===== src/rtl/shadow_pkg.sv =====
package shadow_pkg;

    localparam int SEG_COUNT     = 12;
    localparam int SEG_PER_GROUP = 4;
    localparam int GROUP_COUNT   = SEG_COUNT / SEG_PER_GROUP;
    localparam int SEG_IDX_W     = $clog2(SEG_COUNT);
    localparam int ANY_FROM_SEG  = 8;   // E0000 and up
    localparam int HIGH_FROM_SEG = 4;   // D0000 and up
    localparam int REG_COUNT     = 5;
    localparam logic [7:0] REG_BASE = 8'h10;

    typedef enum logic [1:0] {
        RD_PASS   = 2'd0,
        RD_INT    = 2'd1,
        RD_EXT    = 2'd2,
        RD_EXTANY = 2'd3
    } rd_src_e;

    typedef enum logic [1:0] {
        WR_PASS = 2'd0,
        WR_INT  = 2'd1,
        WR_EXT  = 2'd2,
        WR_DROP = 2'd3
    } wr_dst_e;

    typedef struct packed {
        rd_src_e rd;
        wr_dst_e wr;
    } attr_t;

    typedef struct packed {
        logic [7:0] general;   // 0x10
        logic [7:0] area_ctl;  // 0x11
        logic [7:0] seg_hi;    // 0x12
        logic [7:0] seg_lo;    // 0x13
        logic [7:0] bios_ctl;  // 0x14
    } cfg_t;

    function automatic logic [7:0] reg_reset_val(input int k);
        case (k)
            0:       return 8'h3F;
            1:       return 8'hF0;
            default: return 8'h00;
        endcase
    endfunction

    function automatic attr_t seg_rule(input logic shadowed, input logic wmode,
                                       input logic copy, input logic any_area);
        attr_t a;
        if (shadowed) begin
            a.rd = RD_INT;
            if (!wmode)    a.wr = WR_DROP;
            else if (copy) a.wr = WR_INT;
            else           a.wr = WR_EXT;
        end else begin
            a.rd = any_area ? RD_EXTANY : RD_EXT;
            a.wr = WR_DROP;
        end
        return a;
    endfunction

    localparam attr_t ATTR_PASS = '{rd: RD_PASS, wr: WR_PASS};

endpackage


===== src/rtl/cfg_regs.sv =====
module cfg_regs
    import shadow_pkg::*;
#(
    parameter int          IO_AW     = 16,
    parameter logic [15:0] IDX_PORT  = 16'h0022,
    parameter logic [15:0] DATA_PORT = 16'h0024
) (
    input  logic             clk,
    input  logic             rst,
    input  logic             io_wr,
    input  logic             io_rd,
    input  logic [IO_AW-1:0] io_addr,
    input  logic [7:0]       io_wdata,
    output logic [7:0]       io_rdata,
    output cfg_t             cfg,
    output logic             halt_reset
);
    localparam logic [7:0] HALT_IDX = REG_BASE + 8'(REG_COUNT - 1);

    logic [7:0] index_q;
    logic [7:0] regs_q [REG_COUNT];
    logic       idx_hit;
    logic [7:0] idx_off;
    logic       hit_idx_port;
    logic       hit_data_port;

    assign hit_idx_port  = (io_addr == IDX_PORT[IO_AW-1:0]);
    assign hit_data_port = (io_addr == DATA_PORT[IO_AW-1:0]);
    assign idx_off       = index_q - REG_BASE;
    assign idx_hit       = (index_q >= REG_BASE) && (idx_off < 8'(REG_COUNT));

    always_ff @(posedge clk) begin
        if (rst) begin
            index_q <= 8'h00;
        end else if (io_wr && hit_idx_port) begin
            index_q <= io_wdata;
        end
    end

    for (genvar k = 0; k < REG_COUNT; k++) begin : g_reg
        always_ff @(posedge clk) begin
            if (rst) begin
                regs_q[k] <= reg_reset_val(k);
            end else if (io_wr && hit_data_port && idx_hit && (idx_off == 8'(k))) begin
                regs_q[k] <= io_wdata;
            end
        end
    end

    always_ff @(posedge clk) begin
        if (rst) begin
            halt_reset <= 1'b0;
        end else if (io_wr && hit_data_port && (index_q == HALT_IDX)) begin
            halt_reset <= io_wdata[6];
        end
    end

    always_comb begin
        io_rdata = 8'hFF;
        if (io_rd && hit_data_port) begin
            io_rdata = 8'h00;
            for (int k = 0; k < REG_COUNT; k++) begin
                if (idx_hit && (idx_off == 8'(k))) io_rdata = regs_q[k];
            end
        end
    end

    assign cfg.general  = regs_q[0];
    assign cfg.area_ctl = regs_q[1];
    assign cfg.seg_hi   = regs_q[2];
    assign cfg.seg_lo   = regs_q[3];
    assign cfg.bios_ctl = regs_q[4];

endmodule


===== src/rtl/seg_plane.sv =====
module seg_plane
    import shadow_pkg::*;
(
    input  cfg_t                  cfg,
    output attr_t [SEG_COUNT-1:0] seg_attr,
    output logic  [SEG_COUNT-1:0] seg_shadow
);
    logic [SEG_COUNT-1:0] seg_en;

    for (genvar i = 0; i < SEG_COUNT; i++) begin : g_seg
        localparam int GRP = i / SEG_PER_GROUP;
        if (i < SEG_PER_GROUP) begin : g_lo
            assign seg_en[i] = cfg.seg_lo[i + 4];
        end else begin : g_hi
            assign seg_en[i] = cfg.seg_hi[i - SEG_PER_GROUP];
        end
        assign seg_shadow[i] = seg_en[i] & cfg.area_ctl[GRP + 4];
        assign seg_attr[i]   = seg_rule(seg_shadow[i], cfg.area_ctl[GRP],
                                        cfg.area_ctl[3], (i >= ANY_FROM_SEG));
    end

endmodule


===== src/rtl/bios_plane.sv =====
module bios_plane
    import shadow_pkg::*;
(
    input  cfg_t        cfg,
    input  logic [15:0] offset,
    output attr_t       bios_attr
);
    logic low_page;

    assign low_page = (offset[15:12] == 4'h0);

    always_comb begin
        if (cfg.area_ctl[7]) begin
            bios_attr.rd = RD_EXTANY;
            bios_attr.wr = WR_INT;
        end else begin
            bios_attr.rd = RD_INT;
            if (low_page && cfg.bios_ctl[7]) bios_attr.wr = WR_INT;
            else                             bios_attr.wr = WR_DROP;
        end
    end

endmodule


===== src/rtl/shadow_attr_ctl.sv =====
module shadow_attr_ctl
    import shadow_pkg::*;
#(
    parameter int          IO_AW     = 16,
    parameter logic [15:0] IDX_PORT  = 16'h0022,
    parameter logic [15:0] DATA_PORT = 16'h0024
) (
    input  logic             clk,
    input  logic             rst,
    input  logic             io_wr,
    input  logic             io_rd,
    input  logic [IO_AW-1:0] io_addr,
    input  logic [7:0]       io_wdata,
    output logic [7:0]       io_rdata,
    input  logic [19:0]      mem_addr,
    output logic [1:0]       rd_src,
    output logic [1:0]       wr_dst,
    output logic             high_shadow,
    output logic             halt_reset
);
    cfg_t                  cfg;
    attr_t [SEG_COUNT-1:0] seg_attr;
    logic  [SEG_COUNT-1:0] seg_shadow;
    attr_t                 bios_attr;
    attr_t                 sel_attr;
    logic                  in_seg_area;
    logic                  in_bios_area;
    logic [SEG_IDX_W-1:0]  seg_idx;

    cfg_regs #(
        .IO_AW     (IO_AW),
        .IDX_PORT  (IDX_PORT),
        .DATA_PORT (DATA_PORT)
    ) u_regs (
        .clk        (clk),
        .rst        (rst),
        .io_wr      (io_wr),
        .io_rd      (io_rd),
        .io_addr    (io_addr),
        .io_wdata   (io_wdata),
        .io_rdata   (io_rdata),
        .cfg        (cfg),
        .halt_reset (halt_reset)
    );

    seg_plane u_seg (
        .cfg        (cfg),
        .seg_attr   (seg_attr),
        .seg_shadow (seg_shadow)
    );

    bios_plane u_bios (
        .cfg       (cfg),
        .offset    (mem_addr[15:0]),
        .bios_attr (bios_attr)
    );

    // C/D/E pages map to segment index = address bits 17:14
    assign in_seg_area  = (mem_addr[19:18] == 2'b11) && (mem_addr[17:16] != 2'b11);
    assign in_bios_area = (mem_addr[19:16] == 4'hF);
    assign seg_idx      = mem_addr[17:14];

    always_comb begin
        if (in_bios_area)     sel_attr = bios_attr;
        else if (in_seg_area) sel_attr = seg_attr[seg_idx];
        else                  sel_attr = ATTR_PASS;
    end

    assign rd_src      = sel_attr.rd;
    assign wr_dst      = sel_attr.wr;
    assign high_shadow = |seg_shadow[SEG_COUNT-1:HIGH_FROM_SEG];

endmodule


===== config.mk =====
export PLATFORM = sky130hd
export DESIGN_NAME = shadow_attr_ctl
export DESIGN_NICKNAME = d
export VERILOG_FILES = /design/src/rtl/shadow_pkg.sv /design/src/rtl/cfg_regs.sv /design/src/rtl/seg_plane.sv /design/src/rtl/bios_plane.sv /design/src/rtl/shadow_attr_ctl.sv
export SDC_FILE = /design/constraint.sdc
export NUM_CORES = 1
export LEC_CHECK = 0
export ABC_AREA = 1
export BUFFER_PORTS_ARGS = -buffer_cell sky130_fd_sc_hd__buf_2
export CAP_MARGIN = 20
export CORE_ASPECT_RATIO = 0.5
export CORE_MARGIN = 2
export CORE_UTILIZATION = 25
export CTS_CLUSTER_DIAMETER = 60
export CTS_CLUSTER_SIZE = 10
export DETAILED_ROUTE_END_ITERATION = 12
export GPL_TIMING_DRIVEN = 0
export PLACE_DENSITY_LB_ADDON = 0.25
export SLEW_MARGIN = 20
export SYNTH_ARGS = -nofsm -noshare
export SYNTH_HDL_FRONTEND = slang
export SYNTH_SLANG_ARGS = --single-unit

===== constraint.sdc =====
create_clock -name clk -period 2.34 [get_ports clk]
set_input_delay 0.468 -clock clk [delete_from_list [all_inputs] [get_ports clk]]
set_output_delay 0.468 -clock clk [all_outputs]
set_load 0.005 [all_outputs]

-- After elaboration in Yosys (flattened, before gate mapping)
Memories as Yosys holds them, arrays and structs flattened.
Cells that the tools add are included.
- register bits: 9
- memories kept: 1
- memory bits (writable): 40
- logic and storage cells: 105
- output and inout port bits: 14
- input port bits: 48
- memories (name ; words ; width ; rd ports ; clocked after Yosys merged registers in ; wr ports ; RTL line ; RTL):
    u_regs.regs_q ; 5 ; 8 ; 5 ; 0 ; 5 ; cfg_regs.sv:21 ; logic [7:0] regs_q [REG_COUNT];
- equality and inequality tests: 10
- $add $sub $neg: 1
- reductions and logical operators: 21
- bitwise operators: 17
- muxes and demuxes: 50
- $lt $le $gt $ge: 3
- operators by type and width (kind ; number):
    two-way mux 8 bit ; 11
    two-way mux 4 bit ; 16
    == test 16 x 6 -> 1 bit (second input constant) ; 2
    logical AND 1 bit ; 18
    two-way mux 1 bit ; 17
    binary-select mux 4 bit (select 4 bit) ; 1
    == test 8 x 2 -> 1 bit (second input constant) ; 2
    AND 1 bit ; 12
    two-way mux 2 bit ; 5
    == test 8 x 1 -> 1 bit (second input constant) ; 1
    == test 8 x 3 -> 1 bit (second input constant) ; 1
    == test 8 x 5 -> 1 bit (second input constant) ; 1
    greater-or-equal comparator 8 x 5 -> 1 bit (second input constant) ; 1
    zero test 8 bit ; 1
    < comparator 8 x 3 -> 1 bit (second input constant) ; 1
    OR reduction 8 bit ; 1
    subtractor 8 x 5 -> 8 bit (second input constant) ; 1
    < comparator 4 x 5 -> 1 bit (second input constant) ; 1
    OR 1 bit ; 5
    == test 4 bit (second input constant) ; 1
    zero test 4 bit ; 1
    == test 2 bit (second input constant) ; 1
    inequality test 2 bit (second input constant) ; 1

-- Longest topological paths before layout
- word-level depth: 10
- gate-level depth with buffers: 11
- gate-level depth less buffers: 10

-- By module
From an unflattened synthesis, not the netlist that was laid out.
- cell total of the unflattened synthesis: 495
- area, all modules: 3430.8 µm²
- modules (own cells, without submodules) (module ; seq. area each (µm²) ; cells an instance ; times used ; area an instance (µm²)):
    cfg_regs ; 1381.3 ; 261 ; 1 ; 2391.0
    shadow_attr_ctl ; 0.0 ; 151 ; 1 ; 670.6
    seg_plane ; 0.0 ; 73 ; 1 ; 319.1
    bios_plane ; 0.0 ; 10 ; 1 ; 50.0

-- Least setup slack after synthesis
Ideal clock, no wire load.
- path type: in2reg
- start point: in io_addr[9]
- end point: mem u_regs.regs_q[0][0] (enable)
- data required time: 1.956 ns
- data arrival time: 1.600 ns
- setup time: 0.384 ns
- path buffers: 0
- cell stages on the path: 5
- setup slack: 0.356 ns
- cells stage by stage: nor2_1 > nand2_1 > nor2_2 > nand3_1 > o21ai_0
- RTL lines (what ; RTL line ; RTL):
    start: declaration ; shadow_attr_ctl.sv:12 ; input logic [IO_AW-1:0] io_addr,
    end: declaration ; cfg_regs.sv:21 ;

-- Worst setup path in the final report
- start point: reg u_regs.index_q[2]
- end point: out io_rdata[6]
- cells in the longest elaborated chain, start to end: 10
- elaborated cells on any way between the ends: 20
- those cells by class: 1 x add/sub; 2 x order compare; 4 x eq/ne; 6 x mux; 7 x reduce/logical
- RTL lines (what ; RTL line ; RTL):
    start: declaration ; cfg_regs.sv:20 ; logic [7:0] index_q;
    start signal: assignment ; cfg_regs.sv:36 ; index_q <= io_wdata;
    subtractor 8 x 5 -> 8 bit ; cfg_regs.sv:29 ; assign idx_off = index_q - REG_BASE;
    < comparator 8 x 3 -> 1 bit ; cfg_regs.sv:30 ; assign idx_hit = (index_q >= REG_BASE) && (idx_off < 8'(REG_COUNT));
    logical AND 1 bit ; cfg_regs.sv:30 ;
    logical AND 1 bit ; cfg_regs.sv:63 ; if (idx_hit && (idx_off == 8'(k))) io_rdata = regs_q[k];
    two-way mux 8 bit (4 in series) ; cfg_regs.sv:63 ;
    two-way mux 8 bit (*) ; cfg_regs.sv:63 ;
    two-way mux 8 bit (*) ; cfg_regs.sv:60 ; if (io_rd && hit_data_port) begin
    end: declaration ; shadow_attr_ctl.sv:14 ; output logic [7:0] io_rdata,
Every way passes the cells marked *; elsewhere a longest branch is shown, timed or not.

==> results.tsv <==
stage	metric	value	unit
route	wl_met3	330	um
sta	finalClockSkew	8.036	ps
cells_and_area	num_antenna_cells	0	
synth	yosys.cell_count.top_type	nand2_1	
clock_network	cts_root_buffer	clkbuf_16	
power_and_ir_drop	power_leakage	0.001282	uW
route	vias	2265	
synth	synth_simple_gate_area_share	32.95	%
sta	rsz0062_at_grt	false	
synth	synth_mux_area_share	0	%
route	routed_wl	7.178	mm
critical_path	slowest_delay	330	ps
critical_path	worstSetupEndpointType	output pin	
cells_and_area	fin_nets	421	
clock_network	clock_sinks	49	
clock_network	numCtsBuffers	5	
synth	syn_inst	316	
min_path	hold_class	reg -> reg	
synth	dominantRegCellSynth	edfxtp_1	
global_routing	overflow	0	
synth	synthTopCellsByCount	nand2_1 (86), nor2_1 (51), edfxtp_1 (40)	
synth	synth_top_family_by_area	simple AND/OR/NAND/NOR gates	
floorplanning	core_area	10210	sq um
power_and_ir_drop	p_per_area	565.6	nW/um^2
cells_and_area	drive_above_1_share	21.12	%
place	place.port_buffers	48	
floorplanning	start_util	25.76	%
clock_network	insertion_delay	290	ps
floorplanning	pin_count	62	
synth	ys_seq_area_share	52.50	%
critical_path	cp.buffers_inverters	1	
synth	synthXorXnorAreaFrac	0	%
cells_and_area	final_cells	514	
status	status	complete, no violations	
synth	ys_ff_latch	49	
job	max_cap_viol_count	0	
route	initialDrtViolationCount	150	
route	wl_per_cell	13.96	um
global_routing	grt_pass1_vias	2305	
synth	synth_compound_area_share	8.797	%
sta	fmax	463.8	MHz
critical_path	crit_family	simple AND/OR/NAND/NOR gates	
synth	yosysTopAreaCellShare	45.65	%
critical_path	path_cells	nor2_2, nand3_1, nor2_4, nand2_1, nand3_1, a21oi_1, nand2_1, buf_2	
synth	synth.area.top_cells	edfxtp_1 (46%), nand2_1 (12%), nor2_1 (7.3%)	
synth	synth_area_leader_cell	edfxtp_1	
clock_network	cts_tree	built	
critical_path	criticalPathCategory	reg -> out	
place	place.gp.congestion	0.7649	
sta	setup_violations	0	
critical_path	crit_fanout	10	
sta	hold_viol	0	
floorplanning	die_area	11410	sq um
global_routing	antenna_found_initial	0	
critical_path	crit_required	1870	ps
route	top_layer	met4	
sta	max_slew_margin	46.53	%
clock_network	cts-htree-levels	2	
floorplanning	die_h	76.55	um
place	dp.cells	504	
synth	synth_edf_count	40	
sta	layout_min_cycle_time	2156	ps
cells_and_area	syn2layout_area_growth	22.30	%
place	post-dp-hpwl	5.384	mm
critical_path	start_kind	flip-flop	
critical_path	crit_arrival	1690	ps
clock_network	clock_path_buffers	2	
global_routing	grt_pass1_wl	11.83	mm
route	dr.pass1.iters	4	
clock_network	path_clk_slew	70	ps
route	wl_met1	3.478	mm
route	wl_met2	3.288	mm
synth	ys_types	27	
floorplanning	fp.dieW	149.1	um
sta	finalHoldWorstSlack	463.7	ps
route	vias_per_cell	4.407	
sta	maxSlewViolCount	0	
floorplanning	fp-row-count	26	
synth	syn_avg_cell_area	8.327	sq um
clock_network	postCtsHoldBufs	0	
sta	post-route-period-util	92.15	%
global_routing	grt_max_degree	16	
synth	synth_adder_area_share	0	%
power_and_ir_drop	ir_drop	0.2427	mV
synth	syn_area	2631	sq um
synth	synth_warnings	0	
route	remaining_drc_errors	0	
power_and_ir_drop	total_power	1820	uW
synth	syn_nets	364	
global_routing	gr-usage-all-layers	13.51	%
critical_path	cp_slowest_cell	dfxtp_1	
synth	async_flop_share	0	%
sta	worstMarginPinSlew	796.7	ps
route	antenna_left	0	
[repair_timing]
action,in CTS,in global routing
endpoints found under the setup margin,2,8
resized for setup,1,3
pin swaps,0,2
buffers inserted,0,2
[kinds of logic after synthesis]
family                 Yosys count
AO/OA/AOI/OAI                   43
flip-flops                      49
buffers and inverters           39
AND/OR/NAND/NOR                185
[cell type report]
class / count / area, sq um
buffer: 3 / 13.76
clock buffer: 6 / 128.9
clock inverter: 2 / 15.01
fill: 1087 / 6997
inverter: 36 / 137.6
multi-input combinational: 228 / 1111
sequential: 49 / 1381
tap: 140 / 175.2
timing repair buffer: 50 / 255.2
[worst reg2reg max path: cells and delay by family, from the launching register on]
| family | cells | cell delay, ps |
|---|---|---|
| flops | 1 | 320 |
| simple gates | 3 | 550 |
| compound gates | 1 | 640 |
| buf+inv | 1 | 60 |
[registers in the layout (all words and copies together), names as in the netlist]
| register | count |
|---|---|
| u_regs.regs_q | 40 |
| u_regs.index_q | 8 |
| u_regs.halt_reset | 1 |
[path summary, 6_finish.rpt]
check                              to  slack, ps  cells past startpoint              start
hold reg to reg     u_regs.index_q[7]        460                      2  u_regs.index_q[7]
hold / removal      u_regs.index_q[7]        460                      2  u_regs.index_q[7]
setup / recovery          io_rdata[6]        180                      8  u_regs.index_q[2]
setup reg to reg  u_regs.regs_q[0][1]        400                      5  u_regs.index_q[7]
[through the flow]
stage / setup WS (ps) / instance area, sq um / utilization, % / TNS [ps]
4_1_cts: 29.81 / 3196 / 31.28 / 0
3_3_place_gp: -201.6 / 3047 / 29.83 / -2777
5_1_grt: 11.17 / 3218 / 31.50 / 0
2_1_floorplan: 356.1 / 2631 / - / 0
3_5_place_dp: -143.9 / 3047 / 29.83 / -1150
6_report: 183.7 / 3218 / 31.50 / 0
[cell usage in the layout, fill, tap and decap left out, drive strengths merged]
cell type	Yosys	final
o31ai	1	1
a31oi	1	1
o41ai	2	2
nand3	30	30
nor2	59	59
nor3	4	4
a21o	1	1
clkinvlp	0	2
edfxtp	40	40
a21boi	1	1
a21oi	27	27
nand2	87	87
dfxtp	9	9
nand4	5	5
buf	2	52
inv	36	36
clkbuf	1	7
o21ai	10	10
[where the power goes]
group / leakage [uW] / internal, uW / switching [uW]
Sequential: 0.000450 / 957 / 12.2
Clock: 0.0000631 / 397 / 328
Combinational: 0.000769 / 43.1 / 83.5
Total: 0.00128 / 1400 / 423
[routing by layer]
metal  vias to the layer above  global-route usage [%]
met3                         7                   2.036
met5                         -                       0
li1                       1165                       -
met2                        42                   22.17
met1                      1051                   18.57
met4                         0                   3.714
(Power assumes the default switching activity.)
